--- config.mk ---
export PLATFORM = sky130hd
export DESIGN_NAME = rsq_core
export DESIGN_NICKNAME = d
export VERILOG_FILES = /design/src/rtl/rsq_pkg.sv /design/src/rtl/rsq_classify.sv /design/src/rtl/rsq_seed_rom.sv /design/src/rtl/rsq_exp_path.sv /design/src/rtl/rsq_core.sv
export SDC_FILE = /design/constraint.sdc
export NUM_CORES = 1
export LEC_CHECK = 0
export BUFFER_PORTS_ARGS = -buffer_cell sky130_fd_sc_hd__buf_2
export CORE_MARGIN = 2
export CORE_UTILIZATION = 35
export DETAILED_ROUTE_END_ITERATION = 16
export GPL_TIMING_DRIVEN = 0
export PLACE_DENSITY = 0.64
export REMOVE_ABC_BUFFERS = 1
export SLEW_MARGIN = 30
export SYNTH_ARGS = -nofsm -noshare
export SYNTH_HDL_FRONTEND = slang
export SYNTH_SLANG_ARGS = --single-unit
--- constraint.sdc ---
create_clock -name clk -period 3.5 [get_ports clk]
set_input_delay 0.7 -clock clk [delete_from_list [all_inputs] [get_ports clk]]
set_output_delay 0.7 -clock clk [all_outputs]
set_load 0.1 [all_outputs]
--- src/rtl/rsq_pkg.sv ---
package rsq_pkg;
  localparam int unsigned EXP_W  = 11;
  localparam int unsigned FRAC_W = 52;
  localparam int unsigned BIAS   = 1023;
  localparam int unsigned FLAG_W = 6;

  localparam int unsigned FL_INV  = 0;
  localparam int unsigned FL_NANI = 1;
  localparam int unsigned FL_DZ   = 2;
  localparam int unsigned FL_INEX = 3;
  localparam int unsigned FL_DENI = 4;
  localparam int unsigned FL_INFO = 5;

  localparam logic [63:0] CANON_NAN = 64'h7FFF_FFFF_FFFF_FFFF;

  typedef enum logic [2:0] {
    CL_SNAN, CL_QNAN, CL_NEG, CL_DEN, CL_ZERO, CL_PINF, CL_NORM
  } op_class_e;

  // (3*BIAS - 1 - e) >> 1 : halved, negated exponent with parity folded in
  function automatic logic [EXP_W-1:0] halve_exp(input logic [EXP_W-1:0] e);
    logic [EXP_W:0] t;
    t = (EXP_W+1)'(3*BIAS - 1) - {1'b0, e};
    return t[EXP_W:1];
  endfunction

  function automatic logic [31:0] isqrt64(input logic [63:0] v);
    logic [63:0] acc;
    logic [63:0] trial;
    acc = '0;
    for (int b = 31; b >= 0; b--) begin
      trial = acc | (64'd1 << b);
      if (trial * trial <= v) acc = trial;
    end
    return acc[31:0];
  endfunction

  // Seed fraction for one table slot, taken at the midpoint of its interval.
  // par=0: value 2/sqrt(m); par=1: value sqrt(2/m); both lie in [1,2).
  function automatic logic [31:0] seed_frac(input int unsigned par, input int unsigned idx,
                                            input int unsigned iw, input int unsigned sw);
    logic [63:0] den;
    logic [63:0] num;
    logic [63:0] q;
    logic [63:0] r;
    den = 64'((64'd1 << (iw + 1)) + 64'(2 * idx + 1));
    num = (par != 0 ? 64'd2 : 64'd4) << (iw + 1 + 2 * sw + 2);
    q   = 64'(isqrt64(num / den));
    r   = (q + 64'd1) >> 1;
    return 32'(r - (64'd1 << sw));
  endfunction
endpackage

--- src/rtl/rsq_classify.sv ---
module rsq_classify
  import rsq_pkg::*;
(
  input  logic [63:0] opnd,
  output op_class_e   cls
);
  logic                  sgn;
  logic [EXP_W-1:0]      ex;
  logic [FRAC_W-1:0]     fr;

  assign sgn = opnd[63];
  assign ex  = opnd[62:FRAC_W];
  assign fr  = opnd[FRAC_W-1:0];

  always_comb begin
    if (ex == '1) begin
      if (fr != '0) cls = fr[FRAC_W-1] ? CL_QNAN : CL_SNAN;
      else          cls = sgn ? CL_NEG : CL_PINF;
    end else if (ex == '0) begin
      cls = (fr == '0) ? CL_ZERO : CL_DEN;
    end else begin
      cls = sgn ? CL_NEG : CL_NORM;
    end
  end
endmodule

--- src/rtl/rsq_seed_rom.sv ---
module rsq_seed_rom
  import rsq_pkg::*;
#(
  parameter int unsigned IDX_W  = 7,
  parameter int unsigned SEED_W = 10
) (
  input  logic [IDX_W:0]    idx,
  output logic [SEED_W-1:0] seed
);
  localparam int unsigned DEPTH = 1 << (IDX_W + 1);
  localparam int unsigned HALF  = 1 << IDX_W;

  logic [SEED_W-1:0] tbl [DEPTH];

  for (genvar j = 0; j < DEPTH; j++) begin : g_slot
    localparam logic [31:0] VAL = seed_frac(j / HALF, j % HALF, IDX_W, SEED_W);
    assign tbl[j] = VAL[SEED_W-1:0];
  end

  assign seed = tbl[idx];
endmodule

--- src/rtl/rsq_exp_path.sv ---
module rsq_exp_path
  import rsq_pkg::*;
(
  input  logic [EXP_W-1:0] ex_in,
  output logic [EXP_W-1:0] ex_out,
  output logic             odd_pow
);
  // unbiased exponent is odd exactly when the biased one is even
  assign odd_pow = ~ex_in[0];
  assign ex_out  = halve_exp(ex_in);
endmodule

--- src/rtl/rsq_core.sv ---
module rsq_core
  import rsq_pkg::*;
#(
  parameter int unsigned HW     = 32,
  parameter int unsigned IDX_W  = 7,
  parameter int unsigned SEED_W = 10
) (
  input  logic              clk,
  input  logic              rst_n,
  input  logic              start,
  input  logic [HW-1:0]     op_lo,
  input  logic [HW-1:0]     op_hi,
  output logic              lo_vld,
  output logic [HW-1:0]     res_lo,
  output logic              hi_vld,
  output logic [HW-1:0]     res_hi,
  output logic [FLAG_W-1:0] flags
);
  localparam int unsigned DW     = 2 * HW;
  localparam int unsigned PAD_W  = FRAC_W - SEED_W;

  // stage 1: low word captured at the end of the launch cycle
  logic          vld1;
  logic [HW-1:0] lo1;

  always_ff @(posedge clk or negedge rst_n) begin
    if (!rst_n) begin
      vld1 <= 1'b0;
      lo1  <= '0;
    end else begin
      vld1 <= start;
      if (start) lo1 <= op_lo;
    end
  end

  // second cycle: the whole operand is available
  logic [DW-1:0]     opnd;
  op_class_e         cls;
  logic [EXP_W-1:0]  ex_half;
  logic              odd_pow;
  logic [SEED_W-1:0] seed;
  logic              norm_path;
  logic [DW-1:0]     res_w;
  logic [FLAG_W-1:0] fl_w;

  assign opnd = {op_hi, lo1};

  rsq_classify u_cls (
    .opnd (opnd),
    .cls  (cls)
  );

  rsq_exp_path u_exp (
    .ex_in   (opnd[62:FRAC_W]),
    .ex_out  (ex_half),
    .odd_pow (odd_pow)
  );

  rsq_seed_rom #(
    .IDX_W  (IDX_W),
    .SEED_W (SEED_W)
  ) u_rom (
    .idx  ({odd_pow, opnd[FRAC_W-1 -: IDX_W]}),
    .seed (seed)
  );

  assign norm_path = (cls == CL_NORM);

  always_comb begin
    res_w = '0;
    fl_w  = '0;
    unique case (cls)
      CL_SNAN: begin
        res_w = CANON_NAN;
        fl_w[FL_INV]  = 1'b1;
        fl_w[FL_NANI] = 1'b1;
      end
      CL_QNAN: begin
        res_w = CANON_NAN;
        fl_w[FL_NANI] = 1'b1;
      end
      CL_NEG: begin
        res_w = CANON_NAN;
        fl_w[FL_INV] = 1'b1;
      end
      CL_DEN: begin
        res_w = {opnd[63], {EXP_W{1'b1}}, {FRAC_W{1'b0}}};
        fl_w[FL_DZ]   = 1'b1;
        fl_w[FL_INEX] = 1'b1;
        fl_w[FL_DENI] = 1'b1;
      end
      CL_ZERO: begin
        res_w = {opnd[63], {EXP_W{1'b1}}, {FRAC_W{1'b0}}};
        fl_w[FL_DZ]   = 1'b1;
        fl_w[FL_INFO] = 1'b1;
      end
      CL_PINF: begin
        res_w = '0;
      end
      default: begin
        res_w = {1'b0, ex_half, seed, {PAD_W{1'b0}}};
      end
    endcase
  end

  // stage 2: low result word written, high word and flags held
  logic              vld2;
  logic [HW-1:0]     rlo2;
  logic [HW-1:0]     rhi2;
  logic [FLAG_W-1:0] fl2;

  always_ff @(posedge clk or negedge rst_n) begin
    if (!rst_n) begin
      vld2 <= 1'b0;
      rlo2 <= '0;
      rhi2 <= '0;
      fl2  <= '0;
    end else begin
      vld2 <= vld1;
      if (vld1) begin
        rlo2 <= res_w[HW-1:0];
        rhi2 <= res_w[DW-1:HW];
      end
      fl2 <= vld1 ? fl_w : '0;
    end
  end

  // stage 3: high result word and flags written
  logic              vld3;
  logic [HW-1:0]     rhi3;
  logic [FLAG_W-1:0] fl3;

  always_ff @(posedge clk or negedge rst_n) begin
    if (!rst_n) begin
      vld3 <= 1'b0;
      rhi3 <= '0;
      fl3  <= '0;
    end else begin
      vld3 <= vld2;
      if (vld2) rhi3 <= rhi2;
      fl3 <= vld2 ? fl2 : '0;
    end
  end

  assign lo_vld = vld2;
  assign res_lo = rlo2;
  assign hi_vld = vld3;
  assign res_hi = rhi3;
  assign flags  = fl3;
endmodule

### After elaboration in Yosys (flattened, before gate mapping)

Memory sizes are Yosys's and may differ from the RTL's.
Index checks and enable logic that the tools add are counted.

| word-level totals | value |
|---|---|
| flip-flop bits (word level) | 143 |
| ROM bits | 2560 |
| input port bits | 67 |
| output and inout bits | 72 |
| logic and storage cells | 45 |
| memories kept | 1 |

| operators by class | value |
|---|---|
| add/sub/neg operators | 1 |
| $lt $le $gt $ge | 1 |
| eq/ne operators | 6 |
| mux-type cells | 17 |
| bitwise gates (word level) | 2 |
| reduce and logical (&&, ||, !) cells | 8 |

Memories:

| name | words | width | rd ports | clocked after Yosys merged registers in | write ports | RTL line | text |
|---|---|---|---|---|---|---|---|
| (no name shown) | 256 | 10 | 1 | 0 | 0 | rsq_seed_rom.sv:20 | `assign seed = tbl[idx];` |

Operators by type and width:

| cell | number |
|---|---|
| $pmux 64 s3 | 1 |
| $logic_not 52->1 | 1 |
| $reduce_bool 52->1 | 1 |
| $mux 10 | 2 |
| $mux 3 | 6 |
| $mux 6 | 2 |
| $sub 12x11->12 const A | 1 |
| $eq 11x11->1 const B | 1 |
| $logic_not 11->1 | 1 |
| $ge 9x9->1 const B | 1 |
| $not 8->9 | 1 |
| $eq 3x2->1 const B | 2 |
| $eq 3x3->1 const B | 2 |
| $reduce_or 2->1 | 3 |
| $mux 1 | 5 |
| $eq 3x1->1 const B | 1 |
| $logic_not 3->1 | 1 |
| $reduce_or 3->1 | 1 |
| $mux 2 | 1 |
| $not 1->1 | 1 |

### Longest topological paths before layout

| logic depth | value |
|---|---|
| word-level depth | 8 |
| depth in mapped cells | 11 |
| mapped depth without buffers | 8 |

### Modules after synthesis

A second synthesis with hierarchy kept.

| second synthesis, totals | value |
|---|---|
| cells, all modules | 775 |
| area, all modules | 6870.3 µm² |

By module, submodules not included:

| module | instances | cells each | area each (µm²) | sequential area each (µm²) |
|---|---|---|---|---|
| rsq_core | 1 | 290 | 3773.6 | 2277.2 |
| rsq_seed_rom | 1 | 423 | 2655.0 | 0.0 |
| rsq_classify | 1 | 35 | 246.5 | 0.0 |
| rsq_exp_path | 1 | 27 | 195.2 | 0.0 |

### Least setup slack after synthesis

Ideal clock, no wire load.

| timing path | value |
|---|---|
| kind | input port to flip-flop |
| start | input port op_hi[14] |
| end | register rhi2[10] |
| data arrival time | 2.945 ns |
| required time | 3.423 ns |
| path slack | 0.478 ns |
| stages on the path | 10 |
| path buffers | 2 |
| path through | clkbuf_1 > inv_1 > ha_1 > nand2b_1 > buf_2 > a21oi_1 > or4_1 > and4_1 > or4_1 > a21oi_1 |

| between the ends | value |
|---|---|
| cells in the longest elaborated chain, start to end | 7 |

RTL lines:

| element | RTL line | text |
|---|---|---|
| from (decl) | rsq_core.sv:12 | `input logic [HW-1:0] op_hi,` |
| branches (longest 6 deep; another with $mem_v2 256x10) | - |  |
| $pmux 64 s3 * | rsq_core.sv:72 | `unique case (cls)` |
| to (signal assigned) | rsq_core.sv:122 | `rhi2 <= res_w[DW-1:HW];` |
| to (decl) | rsq_core.sv:109 | `logic [HW-1:0] rhi2;` |

Mark *: on every way between the ends. The select of a mux whose other input is x is not followed.
A chain may end at the register's enable or synchronous reset.

### Worst setup path in the final report

| timing path | value |
|---|---|
| start | input port op_hi[13] |
| end | register rhi2[10] |

The elaborated chain is that of the path after synthesis.

==> flow_metrics.env <==
export IMPL_run_status="finished, final reports clean"
export IMPL_grt_overflow_total=0
export IMPL_clk_root_buffer_cell="sky130_fd_sc_hd__clkbuf_16"
export IMPL_first_iter_violations=778
export IMPL_post_synth_main_area_contributors="sky130_fd_sc_hd__dfrtp_1 35%, sky130_fd_sc_hd__mux2_2 9.7%, sky130_fd_sc_hd__buf_4 4.9%"
export IMPL_die_area_um2=20000
export IMPL_timing_clock_skew_ns=0.00684
export IMPL_initial_core_util_pct=35.5
export IMPL_startpoint_type="input port"
export IMPL_placeableCoreArea_um2=18600
export IMPL_grt_util_met1_pct=25.4
export IMPL_postSynthRegisterBits=91
export IMPL_growth_of_design_area_from_synthesis_to_finish_pct=11.4
export IMPL_synth_compound_area_share_pct=21.6
export IMPL_routed_wirelength_um=18800
export IMPL_final_min_period_over_clock_period_pct=94.6
export IMPL_cts_htree_levels=3
export IMPL_tritoncts="yes"
export IMPL_regToRegEndpoint="rhi2[10]"
export IMPL_yosys_area_share_xor_xnor_pct=1.06
export IMPL_remaining_drc_errors=0
export IMPL_placement_setup_worst_slack_ns=-0.782
export IMPL_finalHoldWorstSlack_ns=0.208
export IMPL_postLayoutSetupSlackWorst_ns=0.189
export IMPL_post_synth_inst_count=757
export IMPL_synth_most_common_cell="sky130_fd_sc_hd__dfrtp_1"
export IMPL_grt_pass1_vias=5575
export IMPL_synth_top_cell_area_share_pct=34.5
export IMPL_worst_ep_arrival_time_ns=3.57
export IMPL_grt_use_met3_pct=3.84
export IMPL_crit_path_end_kind="register"
export IMPL_nNetsFinal=880
export IMPL_dr_vias=5973
export IMPL_hold_violations=0
export IMPL_ys_types=72
export IMPL_final_max_slew_violation_count=0
export IMPL_clkTransAtPathRegs_ns=0.06
export IMPL_met2_capacity_usage_during_global_routing_pct=29.2
export IMPL_synth_enable_flop_cells=0
export IMPL_postSynth_asyncResetShare_pct=100
export IMPL_tightest_slew_ns=0.897
export IMPL_cp_data_required_time_ns=3.76
export IMPL_antenna_cells=0
export IMPL_dp_hpwl_um=12600
export IMPL_cellLeakagePower_nw=3.02
export IMPL_power_density_nw_per_um2=478
export IMPL_grt_first_pass_wirelength_um=30100
export IMPL_post_synth_and_or_nand_nor_area_fraction_pct=18.8
export IMPL_crit_type="in2reg"
export IMPL_finalCriticalPeriod_ns=3.31
export IMPL_gp_routability_congestion=0.912
export IMPL_peak_clock_frequency_supported_by_timing_mhz=302
export IMPL_rsz0062_at_grt="false"
export IMPL_worst_r2r_setup_slack_ns=1.03
export IMPL_hold_buffers_post_cts=0
export IMPL_drive_above_1_share_pct=28.7
export IMPL_clkSinkCount=91
export IMPL_yosys_mux_area_fraction_pct=10.7
export IMPL_post_synth_fa_ha_maj_area_fraction_pct=3.04
export IMPL_detail_route_vias_per_cell=5.77
export IMPL_max_capacitance_violation_count=0
export IMPL_global_route_peak_usage_layer="met2"
export IMPL_slew_limit_headroom_pct=40.1
export IMPL_detail_route_wl_per_cell_um=18.1
export IMPL_io_buffer_count=138
export IMPL_power_ir_vdd_worst_v=0.000252
export IMPL_antenna_violations_before_repair=0
export IMPL_pin_count=139
export IMPL_path_max_fanout=18
export IMPL_numCtsBuffers=9
export IMPL_crit_reg2reg_launch="lo1[25]"
export IMPL_worst_r2r_path_depth=6
export IMPL_setup_tns_ns=0
export IMPL_synth_top_family_by_area="compound AO/OA/AOI/OAI gates"
export IMPL_firstDrtPassIters=6
export IMPL_seq_total_area_yosys_pct=34.5
export IMPL_ys_warn_count=0
export IMPL_synthDominantAreaCellType="sky130_fd_sc_hd__dfrtp_1"
export IMPL_synth_common_cells="91 x sky130_fd_sc_hd__dfrtp_1, 58 x sky130_fd_sc_hd__nor2_1, 57 x sky130_fd_sc_hd__mux2_2"
export IMPL_vertical_die_dimension_um=141
export IMPL_setup_viol=0
export IMPL_grt_max_degree=92
export IMPL_synth_main_ff_cell="sky130_fd_sc_hd__dfrtp_1"
export IMPL_holdCritPathClass="in2async"
export IMPL_syn_avg_cell_area_um2=8.71
export IMPL_drt_antenna_violating_nets=0
export IMPL_cts_path_max_buffers=2
export IMPL_fp_row_count=50
export IMPL_worstSkewPairLatency_ns=0.33
export IMPL_synth_cell_area_um2=6590
export IMPL_width_of_the_chip_um=141
export IMPL_track_usage_pct=18.7
## critical path, stage by stage
cell                       delay, ns
sky130_fd_sc_hd__buf_2          0.32
sky130_fd_sc_hd__inv_1          0.22
sky130_fd_sc_hd__ha_2           0.53
sky130_fd_sc_hd__nand2b_1       0.34
sky130_fd_sc_hd__a21oi_1        0.11
sky130_fd_sc_hd__or4_1          0.47
sky130_fd_sc_hd__and4_1         0.22
sky130_fd_sc_hd__or4_1          0.51
sky130_fd_sc_hd__a21oi_1        0.16
## logic make-up (layout without fill, tap and decap cells)
| logic type | Yosys count | in the layout |
|---|---|---|
| AND/OR/NAND/NOR | 244 | 244 |
| adder cells (fa/ha/maj) | 16 | 16 |
| multiplexers | 62 | 62 |
| buffers and inverters | 128 | 173 |
| XOR/XNOR | 8 | 8 |
| flip-flops | 91 | 91 |
| AO/OA/AOI/OAI | 208 | 208 |
## metal layers
layer  up-vias  wire length (um)
met5         -                 0
met4         0               540
met3        41              1570
met2       312              8670
met1      2806              7990
li1       2814                 -
## area by class of cell
cell class                 count  area [um^2]
clock buffer                  13          260
clock inverter                 3         46.3
fill                        1869        11200
inverter                      17         67.6
multi-input combinational    538         3660
sequential                    91         2280
tap                          234          293
timing repair buffer         140          742
## placed cells by master, fill, tap and decap left out, drive strengths merged, types with 12 or more instances in the layout
master / instances
buf: 139
dfrtp: 91
nor2: 58
mux2: 57
nand2: 55
a21oi: 46
o21ai: 39
nand2b: 22
nor4: 19
nor3: 19
nand3: 18
inv: 16
ha: 16
a211oi: 15
nor2b: 14
clkbuf: 14
o211ai: 12
a31oi: 12
## worst max path at each step
stage / to / slack, ns / startpoint / depth (start not counted)
after detailed placement: rhi2[27] / -0.78 / op_hi[15] / 9
after floorplan: res_hi[9] / -18.18 / res_lo[30] / 1
final: rhi2[10] / 0.19 / op_hi[13] / 9
after CTS: rhi2[10] / 0.04 / op_hi[14] / 9
after global routing: rhi2[14] / 0.02 / op_hi[15] / 9
after global placement: rhi2[10] / -1.06 / op_hi[15] / 9
## metrics by stage
| step | instance area [um^2] | instances | power (mW) | util (%) |
|---|---|---|---|---|
| final | 7340 | 1036 | 3.51 | 39.5 |
| after detailed placement | 7000 | 1019 | 2.54 | 37.7 |
| after floorplan | 5980 | 646 | 2.19 | - |
| after CTS | 7330 | 1036 | 3.53 | 39.5 |
| after global routing | 7340 | 1036 | 3.66 | 39.5 |
| after global placement | 6960 | 1018 | 2.53 | 37.5 |
## sequential cells by signal, indices dropped and copies added (netlist names)
signal,count
lo1,32
vld1,1
lo_vld,1
res_lo,1
fl2,5
flags,5
hi_vld,1
res_hi,23
rhi2,22
## report_power, final
group | internal [mW] | switching, mW
combinational | 0.290 | 1.01
sequential | 1.16 | 0.0709
clock | 0.594 | 0.388
## repair_timing
item                                    CTS  global route
hold endpoints to repair                  0             0
pin swaps                                 1             1
endpoints found under the setup margin   22            20
buffers inserted                          1             0
resized for setup                         4             5
cloned                                    0             0
Power figures use the tool's default switching activity.
